$ cat src/rtl/uart_rx_irq.sv
module uart_rx_irq #(
  parameter int DATA_W   = 8,
  parameter int ADDR_W   = 3,
  parameter int SRC_N    = 4,
  parameter int OFS_DATA = 0,
  parameter int OFS_IEN  = 1,
  parameter int OFS_STAT = 5
) (
  input  logic              clk,
  input  logic              rst_n,
  input  logic              rx_valid,
  input  logic [DATA_W-1:0] rx_byte,
  input  logic [ADDR_W-1:0] bus_addr,
  input  logic              bus_rd,
  input  logic              bus_wr,
  input  logic [DATA_W-1:0] bus_wdata,
  output logic [DATA_W-1:0] bus_rdata,
  output logic              irq
);
  logic [DATA_W-1:0] hold_q;
  logic [SRC_N-1:0]  ien_q;
  logic              ready_q;
  logic              ovr_q;

  wire rd_data = bus_rd && (bus_addr == ADDR_W'(OFS_DATA));
  wire rd_stat = bus_rd && (bus_addr == ADDR_W'(OFS_STAT));
  wire wr_ien  = bus_wr && (bus_addr == ADDR_W'(OFS_IEN));
  wire ovr_hit = rx_valid && ready_q && !rd_data;

  always_ff @(posedge clk) begin
    if (!rst_n) begin
      hold_q  <= '0;
      ien_q   <= '0;
      ready_q <= 1'b0;
      ovr_q   <= 1'b0;
    end else begin
      if (wr_ien) ien_q <= bus_wdata[SRC_N-1:0];
      if (rx_valid) begin
        hold_q  <= rx_byte;
        ready_q <= 1'b1;
      end else if (rd_data) begin
        ready_q <= 1'b0;
      end
      if (ovr_hit)      ovr_q <= 1'b1;
      else if (rd_stat) ovr_q <= 1'b0;
    end
  end

  always_comb begin
    bus_rdata = '0;
    if (bus_addr == ADDR_W'(OFS_DATA))      bus_rdata = hold_q;
    else if (bus_addr == ADDR_W'(OFS_IEN))  bus_rdata[SRC_N-1:0] = ien_q;
    else if (bus_addr == ADDR_W'(OFS_STAT)) bus_rdata[1:0] = {ovr_q, ready_q};
  end

  assign irq = ien_q[0] && ready_q;
endmodule


$ cat config.mk
export PLATFORM = sky130hd
export DESIGN_NAME = uart_rx_irq
export DESIGN_NICKNAME = d
export VERILOG_FILES = /design/src/rtl/uart_rx_irq.sv
export SDC_FILE = /design/constraint.sdc
export NUM_CORES = 1
export LEC_CHECK = 0
export BUFFER_PORTS_ARGS = -buffer_cell sky130_fd_sc_hd__buf_2
export CAP_MARGIN = 0
export CORE_MARGIN = 8
export CORE_UTILIZATION = 26
export DETAILED_ROUTE_END_ITERATION = 8
export HOLD_SLACK_MARGIN = 0.02
export PLACE_DENSITY = 0.49
export SYNTH_ARGS = -nofsm -noshare
export SYNTH_HDL_FRONTEND = slang
export SYNTH_SLANG_ARGS = --single-unit
$ cat constraint.sdc
create_clock -name clk -period 1.2 [get_ports clk]
set_input_delay 0.18 -clock clk [delete_from_list [all_inputs] [get_ports clk]]
set_output_delay 0.18 -clock clk [all_outputs]
set_load 0.05 [all_outputs]
==> results.txt <==
----------------------------------------------------
[Run status]
  Result of the run ... finished, violations left
  Violated checks ... negative setup slack

[Route]
  Post-route DRC violation count ... 0
  Per-cell routed wire length ... roughly 13 um
  Vias per std cell ... 4.59
  Total number of vias ... 652
  Count of antenna-violating nets left after detailed routing ... 0
  Iteration-0 DRC Markers ... 46
  Routed Wire Length ... between 1500 and 2000 um
  Iteration count of the initial detailed-routing pass ... 3

[Synth]
  Share of synthesized area occupied by flip-flops and latches ... 0.397
  Top area cells in the synthesized netlist ... dfxtp_1 40%, mux2i_1 23%, nor2b_1 7.1%, nand2_1 5.9%, and2_1 4.4%
  Compound-Gate Fraction of Synth Area ... 0.0372
  Top cells by count, synth ... 16 x mux2i_1, 14 x dfxtp_1, 11 x nand2_1
  Post-synthesis async set-or-reset flop share ... 0
  Fraction of synthesized area in multiplexers ... 0.227
  Flops & latches, synth ... 14
  Top FF cell, synth ... dfxtp_1
  Cell with the most instances after synthesis ... mux2i_1
  Dominant combinational cell family by area after synthesis ... simple AND/OR/NAND/NOR gates
  Area fraction of the dominant cell type after synthesis ... 0.397
  Area of the mapped netlist ... 706 um^2
  Number of enable-type register cells in the synthesized netlist ... 0
  Area fraction in and, or, nand and nor cells after synthesis ... 0.268
  Netlist cell types ... 18
  Synthesized-area fraction occupied by xor and xnor cells ... 0
  Cell type with the highest aggregate area in the netlist ... dfxtp_1
  Ys Warns ... 0
  Synthesized-area fraction occupied by adder cells ... 0
  Synthesized netlist net count ... 98
  Synth Instances ... 74
  Post-Synthesis Mean Instance Area ... 9.54 um^2

[Setup path]
  Required time of the worst setup path ... approximately 1.0 ns
  CP Capture Type ... primary output
  Startpoint class of the critical path ... register
  Critical path type ... register to primary output
  Highest net fanout along the worst path ... 2
  Crit path arrival time ... 1.07 ns

[CTS]
  Maximum buffer depth of the clock tree ... 2
  Clock slew at reported path FFs ... roughly 0.080 ns
  Clock tree from TritonCTS ... yes
  Number of CTS-inserted buffers ... 3
  Clock Tree Root ... clkbuf_4
  Total clock sinks ... 14
  Hold_buf cts ... 0
  Worst-skew pair later-pin latency ... roughly 0.27 ns
  CTS H-tree depth ... 1

[Cells and area]
  Layout cell share with drive strength beyond 1 ... 0.604
  Area growth syn-to-layout ... 61.3%
  Number of antenna diodes ... 0
  End-of-flow core utilization ... 0.428
  Layout Cells excl Fill ... 142
  # nets final ... 136

[STA]
  Final setup viols ... 2
  Clock Skews ... 0.000629 ns
  Worst-case setup margin in the final layout ... -0.0506 ns
  Transition time at the pin with the least slew margin ... 0.405 ns
  Final Critical Period ... 1.25 ns
  Number of slew-limit violations in the final report ... 0
  Fmax ... 0.800 GHz
  Max_slew headroom ... 0.726
  Setup TNS ... -0.0943 ns
  Share of the clock period used by the worst path after layout ... 1.04
  Final count of hold timing violations ... 0
  Unrepaired setup endpoints after global routing ... true

[Run]
  Max Cap Violations ... 0

[Floorplanning]
  Area of the core ... 2660 um^2
  Boundary Pins ... 33
  Die Y ... 68.1 um
  Cell Rows ... 19
  Starting density of the core ... 0.265
  Die ar. ... 4640 um^2
  Chip width ... 68.1 um

[Placement]
  Worst-case setup slack after placement ... -0.114 ns
  Last weighted congestion value of the routability-driven placer ... between 0.6 and 0.7
  Placed cells ... 134
  Number of buffers added on ports ... 28
  Final HPWL from detailed placement ... 1380 um

[Global route]
  Remaining Overflow, GRT ... 0
  Number of antenna violations at the first check in global routing ... 0
  Wire length of the first global-routing pass ... 2970 um
  Pin count of the biggest net entering global routing ... 21
  Total global routing track utilization ... 0.0834
  Via count of the first global-routing pass ... 671

[Power and ir drop]
  Total power after layout ... 0.00105 W
  Cell leakage power ... 0.498 nW
  Worst IR drop on VDD ... 0.693 mV
  Cell Pwr Density ... approximately 920 nW/um^2

[Min path]
  Class of the most critical hold timing path ... primary input to register

----------------------------------------------------
area by class of cell:
class                   instances  area (um^2)
fillers                       271         1520
repair buffers                 40          313
well taps                      31         38.8
clock buffers                   4         36.3
flip-flops and latches         14          292
multi-input cells              53          459
routing by layer:
| layer | share of wire | global-route usage |
|---|---|---|
| met1 | 0.46 | 0.102 |
| met2 | 0.46 | 0.132 |
| met3 | 0.073 | 0.0344 |
| met4 | 0.0054 | 0.0230 |
| met5 | 0 | 0 |
power breakdown:
part           switching (W)  leakage (nW)  internal, W  total, W
combinational       0.000107         0.358     0.000112  0.000219
clock               0.000143        0.0210     0.000184  0.000327
sequential         0.0000151         0.119     0.000492  0.000507
total               0.000265         0.498     0.000788   0.00105
timing repair:
action,in CTS,in global routing
endpoints found under the setup margin,9,9
buffers inserted,0,4
pin swaps,0,2
gates resized for setup,28,10
through the flow:
stage               instance area [um^2]  hold slack (ns)
floorplan                            761            0.322
global placement                     962            0.431
detailed placement                   962            0.444
CTS                                 1070            0.138
global route                        1140            0.138
finish                              1140            0.148
worst paths after layout:
check | from | to | slack, ns | cells after the start
worst min register to register | ien_q[3] | ien_q[3] | 0.47 | 2
worst max-delay path | hold_q[1] | bus_rdata[1] | -0.05 | 3
worst min-delay path | bus_wdata[0] | ien_q[0] | 0.15 | 3
worst max register to register | ready_q | ovr_q | 0.47 | 3
cells by family (layout without fill, tap and decap cells):
logic type / count (synthesis) / after routing
multiplexers: 16 / 16
AND/OR/NAND/NOR: 33 / 33
buffers and inverters: 7 / 44
AO/OA/AOI/OAI: 4 / 4
flip-flops: 14 / 14
placed cells by master (no fill, tap or decap), types with 3 or more instances in the layout:
master	Yosys	routed
and2_2	0	4
buf_2	1	18
buf_4	2	10
buf_6	2	8
clkbuf_4	0	4
dfxtp_1	14	5
dfxtp_2	0	9
mux2i_1	16	12
mux2i_2	0	4
nand2_1	11	11
nor2b_1	8	8
nor3_4	0	3
flip-flops by register name, summed over array words and instances (netlist names):
register / cells
ovr_q: 1
ien_q: 4
hold_q: 8
ready_q: 1
critical path, cell delays in order, from the launching register on:
cell and delay (ns):
dfxtp_2 0.35, mux2i_2 0.09, o31ai_4 0.18, buf_6 0.19
Power figures use the tool's default switching activity.
